--- config.mk ---
export PLATFORM = sky130hd
export DESIGN_NAME = mac_quad
export DESIGN_NICKNAME = d
export VERILOG_FILES = /design/src/rtl/mac_quad_pkg.sv /design/src/rtl/mac_quad_mul.sv /design/src/rtl/mac_quad_accum.sv /design/src/rtl/mac_quad_rdmux.sv /design/src/rtl/mac_quad.sv
export SDC_FILE = /design/constraint.sdc
export NUM_CORES = 2
export LEC_CHECK = 0
export ABC_AREA = 1
export BUFFER_PORTS_ARGS = -buffer_cell sky130_fd_sc_hd__buf_4
export CAP_MARGIN = 25
export CORE_ASPECT_RATIO = 0.5
export CORE_MARGIN = 2
export CORE_UTILIZATION = 65
export DETAILED_ROUTE_END_ITERATION = 6
export PLACE_DENSITY = 0.83
export RECOVER_POWER = 25
export SLEW_MARGIN = 20
export SYNTH_ARGS = -nofsm -noshare
export SYNTH_HDL_FRONTEND = slang
export SYNTH_SLANG_ARGS = --single-unit
--- constraint.sdc ---
create_clock -name clk -period 12.6 [get_ports clk]
set_clock_uncertainty 0.1 [all_clocks]
set_input_delay 1.26 -clock clk [delete_from_list [all_inputs] [get_ports clk]]
set_output_delay 1.26 -clock clk [all_outputs]
set_load 0.005 [all_outputs]
--- src/rtl/mac_quad_pkg.sv ---
package mac_quad_pkg;
    localparam int OPW    = 16;
    localparam int ACCW   = 32;
    localparam int EXTW   = 16;
    localparam int XW     = ACCW + EXTW;
    localparam int NACC   = 4;
    localparam int SELW   = $clog2(NACC);
    localparam int ADDRW  = 4;
    localparam int DATAW  = 32;
    localparam int MASKW  = 16;

    localparam logic [ADDRW-1:0] A_EXT_LO = 4'd4;
    localparam logic [ADDRW-1:0] A_EXT_HI = 4'd5;
    localparam logic [ADDRW-1:0] A_MASK   = 4'd6;
    localparam logic [ADDRW-1:0] A_STAT   = 4'd7;
    localparam logic [ADDRW-1:0] A_HALF0  = 4'd8;

    typedef struct packed {
        logic sat;
        logic sgn;
        logic frac;
        logic rnd;
    } mode_t;

    typedef struct packed {
        logic n;
        logic z;
        logic v;
        logic ev;
    } flags_t;

    typedef struct packed {
        logic [NACC-1:0][ACCW-1:0] acc;
        logic [NACC-1:0][EXTW-1:0] ext;
        logic [MASKW-1:0]          mask;
        logic [NACC-1:0]           pav;
        mode_t                     mode;
        flags_t                    flags;
    } state_t;
endpackage

--- src/rtl/mac_quad_mul.sv ---
module mac_quad_mul
    import mac_quad_pkg::*;
#(
    parameter int W  = OPW,
    parameter int PW = XW
) (
    input  logic [W-1:0]  a_i,
    input  logic [W-1:0]  b_i,
    input  logic          sgn_i,
    input  logic          frac_i,
    output logic [PW-1:0] prod_o
);
    localparam int RW = 2 * W + 2;

    logic signed [W:0]    a_x, b_x;
    logic signed [RW-1:0] raw;
    logic [PW-1:0]        wide;

    always_comb begin
        a_x    = $signed({sgn_i & a_i[W-1], a_i});
        b_x    = $signed({sgn_i & b_i[W-1], b_i});
        raw    = a_x * b_x;
        wide   = {{(PW-RW){raw[RW-1]}}, raw};
        prod_o = frac_i ? {wide[PW-2:0], 1'b0} : wide;
    end
endmodule

--- src/rtl/mac_quad_accum.sv ---
module mac_quad_accum
    import mac_quad_pkg::*;
#(
    parameter int AW = ACCW,
    parameter int EW = EXTW
) (
    input  logic [AW-1:0]    acc_i,
    input  logic [EW-1:0]    ext_i,
    input  logic [AW+EW-1:0] prod_i,
    input  logic             sub_i,
    input  logic             sgn_i,
    input  logic             sat_i,
    output logic [AW-1:0]    acc_o,
    output logic [EW-1:0]    ext_o,
    output flags_t           flags_o
);
    localparam int TW = AW + EW;

    logic [TW:0]   old_x, prod_x, sum_x;
    logic [TW-1:0] wrap, clamp, res;
    logic          ev, fits, ovf, neg;

    always_comb begin
        old_x  = {sgn_i & ext_i[EW-1], ext_i, acc_i};
        prod_x = {sgn_i & prod_i[TW-1], prod_i};
        sum_x  = sub_i ? (old_x - prod_x) : (old_x + prod_x);
        wrap   = sum_x[TW-1:0];
        ev     = sgn_i ? (sum_x[TW] ^ sum_x[TW-1]) : sum_x[TW];
        if (sgn_i)
            fits = (wrap[TW-1:AW-1] == '0) || (wrap[TW-1:AW-1] == '1);
        else
            fits = (wrap[TW-1:AW] == '0);
        ovf = ev | ~fits;
        if (sgn_i)
            neg = ev ? ~wrap[TW-1] : wrap[TW-1];
        else
            neg = ev & sub_i;
        if (sgn_i)
            clamp = neg ? {{(EW+1){1'b1}}, {(AW-1){1'b0}}}
                        : {{(EW+1){1'b0}}, {(AW-1){1'b1}}};
        else
            clamp = neg ? '0 : {{EW{1'b0}}, {AW{1'b1}}};
        res      = (sat_i && ovf) ? clamp : wrap;
        acc_o    = res[AW-1:0];
        ext_o    = res[TW-1:AW];
        flags_o.n  = res[TW-1];
        flags_o.z  = (res == '0);
        flags_o.v  = ovf;
        flags_o.ev = ev;
    end
endmodule

--- src/rtl/mac_quad_rdmux.sv ---
module mac_quad_rdmux
    import mac_quad_pkg::*;
(
    input  state_t           st_i,
    input  logic [ADDRW-1:0] addr_i,
    output logic [DATAW-1:0] rdata_o
);
    localparam int HW = ACCW / 2;

    logic [SELW-1:0] idx;
    logic [ACCW:0]   rsum;
    logic [HW:0]     rhi;
    logic [HW-1:0]   half;

    always_comb begin
        idx  = addr_i[SELW-1:0];
        rsum = {1'b0, st_i.acc[idx]} + {{(HW+1){1'b0}}, 1'b1, {(HW-1){1'b0}}};
        rhi  = rsum[ACCW:HW];
        if (st_i.mode.frac && st_i.mode.rnd) begin
            if (st_i.mode.sgn)
                half = (!st_i.acc[idx][ACCW-1] && rhi[HW-1]) ? {1'b0, {(HW-1){1'b1}}} : rhi[HW-1:0];
            else
                half = rhi[HW] ? '1 : rhi[HW-1:0];
        end else begin
            half = st_i.acc[idx][ACCW-1:HW];
        end

        rdata_o = '0;
        if (addr_i < ADDRW'(NACC)) begin
            rdata_o = st_i.acc[idx];
        end else if (addr_i >= A_HALF0 && addr_i < A_HALF0 + ADDRW'(NACC)) begin
            rdata_o = {{(DATAW-HW){1'b0}}, half};
        end else begin
            case (addr_i)
                A_EXT_LO: rdata_o = {st_i.ext[1], st_i.ext[0]};
                A_EXT_HI: rdata_o = {st_i.ext[3], st_i.ext[2]};
                A_MASK:   rdata_o = {{(DATAW-MASKW){1'b0}}, st_i.mask};
                A_STAT:   rdata_o = {{(DATAW-12){1'b0}}, st_i.pav, st_i.mode, st_i.flags};
                default:  rdata_o = '0;
            endcase
        end
    end
endmodule

--- src/rtl/mac_quad.sv ---
module mac_quad
    import mac_quad_pkg::*;
(
    input  logic             clk,
    input  logic             rst_n,
    input  logic             op_valid,
    input  logic             op_sub,
    input  logic [1:0]       op_sel,
    input  logic [15:0]      op_a,
    input  logic [15:0]      op_b,
    input  logic             reg_wr,
    input  logic [3:0]       reg_addr,
    input  logic [31:0]      reg_wdata,
    output logic [31:0]      reg_rdata
);
    state_t         st_d, st_q;
    logic [XW-1:0]  prod;
    logic [ACCW-1:0] new_acc;
    logic [EXTW-1:0] new_ext;
    flags_t         new_flags;

    mac_quad_mul #(.W(OPW), .PW(XW)) u_mul (
        .a_i    (op_a),
        .b_i    (op_b),
        .sgn_i  (st_q.mode.sgn),
        .frac_i (st_q.mode.frac),
        .prod_o (prod)
    );

    mac_quad_accum #(.AW(ACCW), .EW(EXTW)) u_accum (
        .acc_i   (st_q.acc[op_sel]),
        .ext_i   (st_q.ext[op_sel]),
        .prod_i  (prod),
        .sub_i   (op_sub),
        .sgn_i   (st_q.mode.sgn),
        .sat_i   (st_q.mode.sat),
        .acc_o   (new_acc),
        .ext_o   (new_ext),
        .flags_o (new_flags)
    );

    mac_quad_rdmux u_rdmux (
        .st_i    (st_q),
        .addr_i  (reg_addr),
        .rdata_o (reg_rdata)
    );

    always_comb begin
        st_d = st_q;
        if (reg_wr) begin
            if (reg_addr < ADDRW'(NACC)) begin
                st_d.acc[reg_addr[SELW-1:0]] = reg_wdata;
            end else begin
                case (reg_addr)
                    A_EXT_LO: begin
                        st_d.ext[0] = reg_wdata[EXTW-1:0];
                        st_d.ext[1] = reg_wdata[2*EXTW-1:EXTW];
                    end
                    A_EXT_HI: begin
                        st_d.ext[2] = reg_wdata[EXTW-1:0];
                        st_d.ext[3] = reg_wdata[2*EXTW-1:EXTW];
                    end
                    A_MASK: st_d.mask = reg_wdata[MASKW-1:0];
                    A_STAT: begin
                        st_d.pav   = reg_wdata[11:8];
                        st_d.mode  = mode_t'(reg_wdata[7:4]);
                        st_d.flags = flags_t'(reg_wdata[3:0]);
                    end
                    default: ;
                endcase
            end
        end
        if (op_valid) begin
            st_d.acc[op_sel] = new_acc;
            st_d.ext[op_sel] = new_ext;
            st_d.flags       = new_flags;
            st_d.pav[op_sel] = st_d.pav[op_sel] | new_flags.v;
        end
    end

    always_ff @(posedge clk or negedge rst_n) begin
        if (!rst_n) st_q <= '0;
        else        st_q <= st_d;
    end

    // an idle cycle leaves every register untouched
    p_idle_hold_r12: assert property (@(posedge clk) disable iff (!rst_n)
        (!op_valid && !reg_wr) |=> $stable(st_q));

    // extension overflow implies 32-bit overflow after an operation
    p_ev_implies_v_r7: assert property (@(posedge clk) disable iff (!rst_n)
        op_valid |=> (!st_q.flags.ev || st_q.flags.v));

    // zero flag agrees with the stored 48-bit value
    p_zero_flag_r6: assert property (@(posedge clk) disable iff (!rst_n)
        op_valid |=> (st_q.flags.z ==
            ({st_q.ext[$past(op_sel)], st_q.acc[$past(op_sel)]} == '0)));

    // a saturating operation leaves a result that fits 32 bits
    p_sat_fits_r8: assert property (@(posedge clk) disable iff (!rst_n)
        (op_valid && st_q.mode.sat) |=>
            (st_q.ext[$past(op_sel)] ==
             ($past(st_q.mode.sgn) ? {EXTW{st_q.acc[$past(op_sel)][ACCW-1]}} : '0)));

    // sticky overflow flags drop only on a status write
    for (genvar gi = 0; gi < NACC; gi++) begin : g_sticky
        p_pav_sticky_r9: assert property (@(posedge clk) disable iff (!rst_n)
            (st_q.pav[gi] && !(reg_wr && reg_addr == A_STAT)) |=> st_q.pav[gi]);
    end
endmodule

* After elaboration in Yosys (flattened, before gate mapping)
Cells that the tools add are included.
** Word-level totals
- Register bits after elaboration :: 220
- Input bits :: 75
- Word-level logic and storage cells :: 109
** Operators by class
- Add/sub/neg operators :: 3
- Multiply operators :: 1
- Order comparisons :: 7
- Equality and inequality tests :: 6
- Muxes and demuxes :: 47
- Bitwise gates (word level) :: 11
- Reduce and logical (&&, ||, !) cells :: 16
** Operators with widths (number)
- 32-bit two-way mux :: 9
- 128-bit bitwise mux :: 2
- 220-bit two-way mux :: 1
- 192-bit two-way mux :: 1
- 48-bit two-way mux :: 3
- 32-bit binary-select mux with 2-bit select :: 2
- 32-bit demux with 2-bit select :: 2
- 128-bit two-way mux :: 1
- 32-bit case mux with 4 select lines :: 1
- 16-bit two-way mux :: 7
- 92-bit two-way mux :: 1
- 64-bit bitwise mux :: 1
- 49-bit adder :: 1
- 49-bit two-way mux :: 1
- 49-bit subtractor :: 1
- 48-bit zero test :: 1
- 17-bit by 17-bit multiplier with 34-bit output :: 1
- 34-bit two-way mux :: 1
- 32-bit by 16-bit adder with 33-bit output (second input constant) :: 1
- 16-bit binary-select mux with 2-bit select :: 1
- 16-bit demux with 2-bit select :: 1
- 17-bit equality test (second input constant) :: 1
- 17-bit zero test :: 1
- 4-bit by 3-bit equality test with 1-bit output (second input constant) :: 4
- other kinds (22) :: 45

* Longest topological paths before layout
- Word-level depth :: 14
- Mapped depth :: 65
- Mapped depth without buffers :: 63

* Cells and area by module
Synthesis repeated with hierarchy kept, for this count alone.
** Unflattened totals
- Cells, all modules :: 4985
- Area total of the unflattened synthesis :: 32947.8 um2
** By module, submodules not included
- mac_quad_mul :: times used 1, cells each 1746, area an instance 12589.6 um2, sequential area each 0.0 um2
- mac_quad :: times used 1, cells each 1320, area an instance 11036.8 um2, sequential area each 5505.3 um2
- mac_quad_accum :: times used 1, cells each 1333, area an instance 6491.2 um2, sequential area each 0.0 um2
- mac_quad_rdmux :: times used 1, cells each 586, area an instance 2830.2 um2, sequential area each 0.0 um2

* Worst setup path after synthesis
No wires, ideal clock.
- Path kind :: input-to-reg
- Start point :: input op_a[10]
- End point :: register st_q[38] (netlist name)
- Library setup time :: 0.120 ns
- Arrival :: 9.998 ns
- Path slack :: 2.383 ns
- Stages on the path :: 53
- Path buffers :: 3
- Cells stage by stage :: clkbuf_1 clkbuf_1 nand2_1 fa_1 fa_1 fa_1 fa_1 inv_1 fa_1 inv_1 fa_1 inv_1 ha_1 nand2_2 inv_2 a21oi_1 nand4_1 nand3_1 [17 not listed] nor3b_1 nand2_1 nand3_1 nand2_1 nand2_1 and2_1 nand2_1 nor2_1 nand2_1 nand2_1 nand2_1 a21oi_1 nand3_4 nand3_2 buf_2 o21ai_1 o21ai_0 inv_1
** RTL lines
- from (decl) :: RTL line mac_quad.sv:9 : input logic [15:0] op_a,
- to (signal assigned) :: RTL line mac_quad.sv:83 : else st_q <= st_d;
- to (decl) :: RTL line mac_quad.sv:16 : state_t st_d, st_q;

* Worst setup path in the final report
- Start point :: register st_q[6] (netlist name)
- End point :: register st_q[2] (netlist name)
** On the way
- Word-level cells in the longest chain between the ends :: 14
** RTL lines
- 1-bit bitwise AND, on equally long branches :: RTL line mac_quad_mul.sv:20, mac_quad_mul.sv:21
- 17-bit by 17-bit multiplier with 34-bit output :: RTL line mac_quad_mul.sv:22 : raw = a_x * b_x;
- 34-bit two-way mux / 1-bit bitwise AND (equally long branches) :: RTL line mac_quad_mul.sv:24, mac_quad_accum.sv:25
- 49-bit adder / 49-bit subtractor (equally long branches) :: RTL line mac_quad_accum.sv:26 : sum_x = sub_i ? (old_x - prod_x) : (old_x + prod_x);
- 49-bit two-way mux :: RTL line mac_quad_accum.sv:26
- 17-bit equality test (tied with other cells) :: RTL line mac_quad_accum.sv:30 : fits = (wrap[TW-1:AW-1] == '0) || (wrap[TW-1:AW-1] == '1);
- 1-bit logical OR / 1-bit two-way mux (equally long branches) :: RTL line mac_quad_accum.sv:30, mac_quad_accum.sv:28
- 1-bit two-way mux (tied with other cells) :: RTL line mac_quad_accum.sv:29 : if (sgn_i)
- 1-bit inverter / 1-bit two-way mux (equally long branches) :: RTL line mac_quad_accum.sv:33, mac_quad_accum.sv:34
- 1-bit OR (tied with other cells) :: RTL line mac_quad_accum.sv:33 : ovf = ev | ~fits;
- 1-bit logical AND / 48-bit two-way mux (equally long branches) :: RTL line mac_quad_accum.sv:43, mac_quad_accum.sv:38
- 48-bit two-way mux * :: RTL line mac_quad_accum.sv:43 : res = (sat_i && ovf) ? clamp : wrap;
- 48-bit zero test * :: RTL line mac_quad_accum.sv:47 : flags_o.z = (res == '0);
- 4-bit two-way mux * :: RTL line mac_quad.sv:73 : if (op_valid) begin
Mark *: on every way between the ends. The rest lies on a longest branch, timed or not.
A chain may end at the register's enable or synchronous reset.

==> results.txt <==
* Outcome: finished, violations left
- The final reports fail on design-rule violations, max-capacitance violations, max-slew violations.
- Global-route wire length before repair: 174,000 um
- Width of the die: 313 um
* Deepest level of the CTS H-tree: 1
- Dividing the detail-routed wire length by the instance count gives 21.9 um.
- During I/O placement, the number of pins put on the boundary was 107.
- For this run, the slowest stage of the critical path takes 670 ps.
- The tool flagged a number of max-cap violations equal to 2.
- Unrepaired setup endpoints after global routing: no
- For this design, the CTS-stage hold fixing added 0 buffers.
* Total CTS buffers: 25
* Half-perimeter wire length after detailed placement: 87,700 um
- CTS Root Buffer Type: sky130_fd_sc_hd__clkbuf_16
- Sequential share of the synthesized area: 17.7%
- Vias/cell: 6.20
- Register name with the most flops: st_q
* Row count: 56
- Combined area of all synthesized cells: 31,100 um^2
- The post-route netlist has 6.03% of its cells at a drive strength greater than 1.
- After clock tree synthesis, the setup repair step added 0 buffers.
* Layout net count: 5,025
- Required time of the critical path: 12,930 ps
- Maximum number of pins on one net before global-route repair: 80
* Final count of pins violating max slew: 154
- Number of enable-type register cells in the synthesized netlist: 0
- Wires add up to 113,000 um.
- Setup total negative slack on the finished layout was measured at 0 ps.
- Clock-pin slew on the worst setup and hold paths: 60 ps
- The register with the most flip-flops in the layout has 220 of them.
- Placed Cells incl. Taps: 5,118
- Tcrit/Tclk final: 94.9%
- Post-synth ARST share: 100%
* Crit path max-delay family: simple AND/OR/NAND/NOR gates
- Area of the die: 49,800 um^2
- Max-slew headroom at the worst pin: -194%
- Regs by FF count: st_q (220)
- Maximum fanout along the worst path: 32
- Sink Count: 220
* Count of vias placed by the detailed router: 32,067
- Vias in the first global route: 30,585
- The first TritonRoute pass finished after 7 iterations.
* WP buf/inv: 9
- The number of nets handed over by synthesis was 5,061.
- Relative to the synthesized area, the layout overhead comes to 6.47%.
* Cell count after synthesis: 4,549
- Final count of hold timing violations: 0
- Slowest stage cell, crit path: sky130_fd_sc_hd__fa_1
- In the routed design, unresolved DRC markers number 5.
- STA classifies the critical path startpoint as a register.
- Fmax: 0.0837 GHz
- The Yosys step of the flow raised 0 warnings.
- The congestion estimate from routability-driven global placement came to 1.07.
- Predominant post-synthesis flop cell: sky130_fd_sc_hd__dfrtp_1
* Critical setup path kind: register to register
* Bufs on Longest Clock Path: 3
* Worst Setup End Kind: register
- Global routing used 44.9% of the available tracks across all layers.
- For this configuration, the core starts out at a cell density of 66.1%.
* Overflow left after global routing: 0
- Counting flops and latches in the post-synthesis netlist gives 220.
- Tightest Hold Check Type: register to register
- TritonCTS clock tree: yes
- The clock reaches the later pin of the worst-skew pair after 540 ps.
- Most common cell type on the critical path: sky130_fd_sc_hd__nand2_1
- The netlist uses 56 different library cells.
- Antenna violations before repair: 7
- Final antenna-violating net count: 0
* Synthesized area per cell: 6.84 um^2
- For this block, the initial DRC count from the detailed router was 4,813.
* Core area: 47,100 um^2
* Number of setup violations in the final report: 0
- I/O Buffers: 106
- At the pin with the least slew margin, the transition time is 4410 ps.
- Measured along the y axis, the die boundary spans 159 um.
* Non-filler instance count after layout: 5,171
- At the worst endpoint, the arrival time is 12,280 ps.
- Final period demand of the worst path: 11,950 ps
-- synthesized netlist by cell type (4+ instances only) --
library cell	instances	area (um^2)
sky130_fd_sc_hd__xnor2_1	30	263
sky130_fd_sc_hd__o221ai_1	50	438
sky130_fd_sc_hd__nand2_2	8	50.1
sky130_fd_sc_hd__dfrtp_1	220	5510
sky130_fd_sc_hd__a22oi_1	57	428
sky130_fd_sc_hd__nor2_1	237	890
sky130_fd_sc_hd__nand3_1	162	811
sky130_fd_sc_hd__fa_1	297	5950
sky130_fd_sc_hd__a221oi_1	19	166
sky130_fd_sc_hd__o22ai_1	45	282
sky130_fd_sc_hd__o21ai_1	49	245
sky130_fd_sc_hd__buf_2	10	50.1
sky130_fd_sc_hd__nand4_1	51	319
sky130_fd_sc_hd__nand3_2	5	50.1
sky130_fd_sc_hd__a22o_1	12	105
sky130_fd_sc_hd__inv_1	990	3720
sky130_fd_sc_hd__a21oi_1	108	541
sky130_fd_sc_hd__nor3_2	6	60.1
sky130_fd_sc_hd__inv_2	19	71.3
sky130_fd_sc_hd__ha_1	140	1750
sky130_fd_sc_hd__buf_1	7	26.3
sky130_fd_sc_hd__nor3_1	24	120
sky130_fd_sc_hd__a21oi_2	9	78.8
sky130_fd_sc_hd__o211ai_1	198	1490
sky130_fd_sc_hd__o21bai_1	11	82.6
sky130_fd_sc_hd__or2_2	6	37.5
sky130_fd_sc_hd__o41ai_1	9	78.8
sky130_fd_sc_hd__nand2_1	1191	4470
sky130_fd_sc_hd__nor2_2	4	25.0
sky130_fd_sc_hd__clkbuf_1	187	702
sky130_fd_sc_hd__nor4_1	5	31.3
sky130_fd_sc_hd__xor2_1	56	490
sky130_fd_sc_hd__buf_6	4	45.0
sky130_fd_sc_hd__o21ai_0	283	1420
sky130_fd_sc_hd__a31oi_1	5	31.3
-- kinds of logic after synthesis --
logic type,after synthesis,synth area share [%]
AO/OA/AOI/OAI,867,17.6
XOR/XNOR,86,2.42
adder cells (fa/ha/maj),437,24.7
buffers and inverters,1221,14.9
flip-flops,220,17.7
AND/OR/NAND/NOR,1718,22.7
-- worst reg2reg max path, delay by kind of cell (launching register included) --
kind,cells,cell delay (ps)
and+or+nand+nor,29,4350
AOI/OAI and AO/OA,4,790
buffers and inverters,9,1580
adders and majority gates,8,3850
DFF,1,450
xor gates and xnor gates,2,710
-- per-layer routing --
metal | track usage, % | part of all wire, % | vias up
li1 | - | - | 14271
met1 | 57.2 | 37 | 14939
met2 | 68.9 | 43 | 2310
met3 | 14.6 | 14 | 537
met4 | 22.0 | 6.2 | 10
met5 | 0 | 0.051 | -
-- layout make-up --
cell class,count,area [um^2]
multi-input cells,3108,21000
fillers,3925,13900
flip-flops and latches,220,5510
inverters,1012,3800
repair buffers,146,1120
well taps,638,798
clock buffers,38,754
clock inverters,7,116
diodes,2,5.00
-- placed cells by master (no fill, tap or decap), types with 56 or more instances in the layout --
master                     instances
sky130_fd_sc_hd__xor2_1           56
sky130_fd_sc_hd__buf_4           141
sky130_fd_sc_hd__a22oi_1          57
sky130_fd_sc_hd__o21ai_0         279
sky130_fd_sc_hd__inv_1           986
sky130_fd_sc_hd__o211ai_1        198
sky130_fd_sc_hd__nand3_1         162
sky130_fd_sc_hd__nor2_1          230
sky130_fd_sc_hd__ha_1            140
sky130_fd_sc_hd__dfrtp_1         220
sky130_fd_sc_hd__fa_1            297
sky130_fd_sc_hd__nand2_1        1182
sky130_fd_sc_hd__a21oi_1         108
-- worst paths after layout --
check | end | slack [ps] | cells past startpoint | startpoint
max | st_q[2]$_DFFE_PN0P_ | 650 | 52 | st_q[6]$_DFFE_PN0P_
min | st_q[24]$_DFFE_PN0P_ | 390 | 2 | st_q[24]$_DFFE_PN0P_
max reg2reg | st_q[2]$_DFFE_PN0P_ | 650 | 52 | st_q[6]$_DFFE_PN0P_
min reg2reg | st_q[24]$_DFFE_PN0P_ | 390 | 2 | st_q[24]$_DFFE_PN0P_
max in group asynchronous | st_q[54]$_DFF_PN0_ | 4440 | 3 | rst_n
min in group asynchronous | st_q[175]$_DFF_PN0_ | 2040 | 1 | rst_n
-- what timing repair did --
| action | in CTS | in global routing |
|---|---|---|
| endpoints found under the setup margin | 0 | 25 |
| gates resized for setup | 0 | 7 |
| hold endpoints to repair | 0 | 0 |
-- through the flow --
step	worst slack, ps	hold slack (ps)	util (%)	area, um^2
5_1_grt	10.9	414	70.4	33100
3_3_place_gp	425	367	68.4	32200
4_1_cts	594	388	70.2	33100
6_report	647	389	70.4	33100
3_5_place_dp	116	374	68.4	32200
2_1_floorplan	2380	353	-	31100
Power is not shown: default switching activity piles up to over one toggle a cycle in this logic, so the estimate is an artifact.
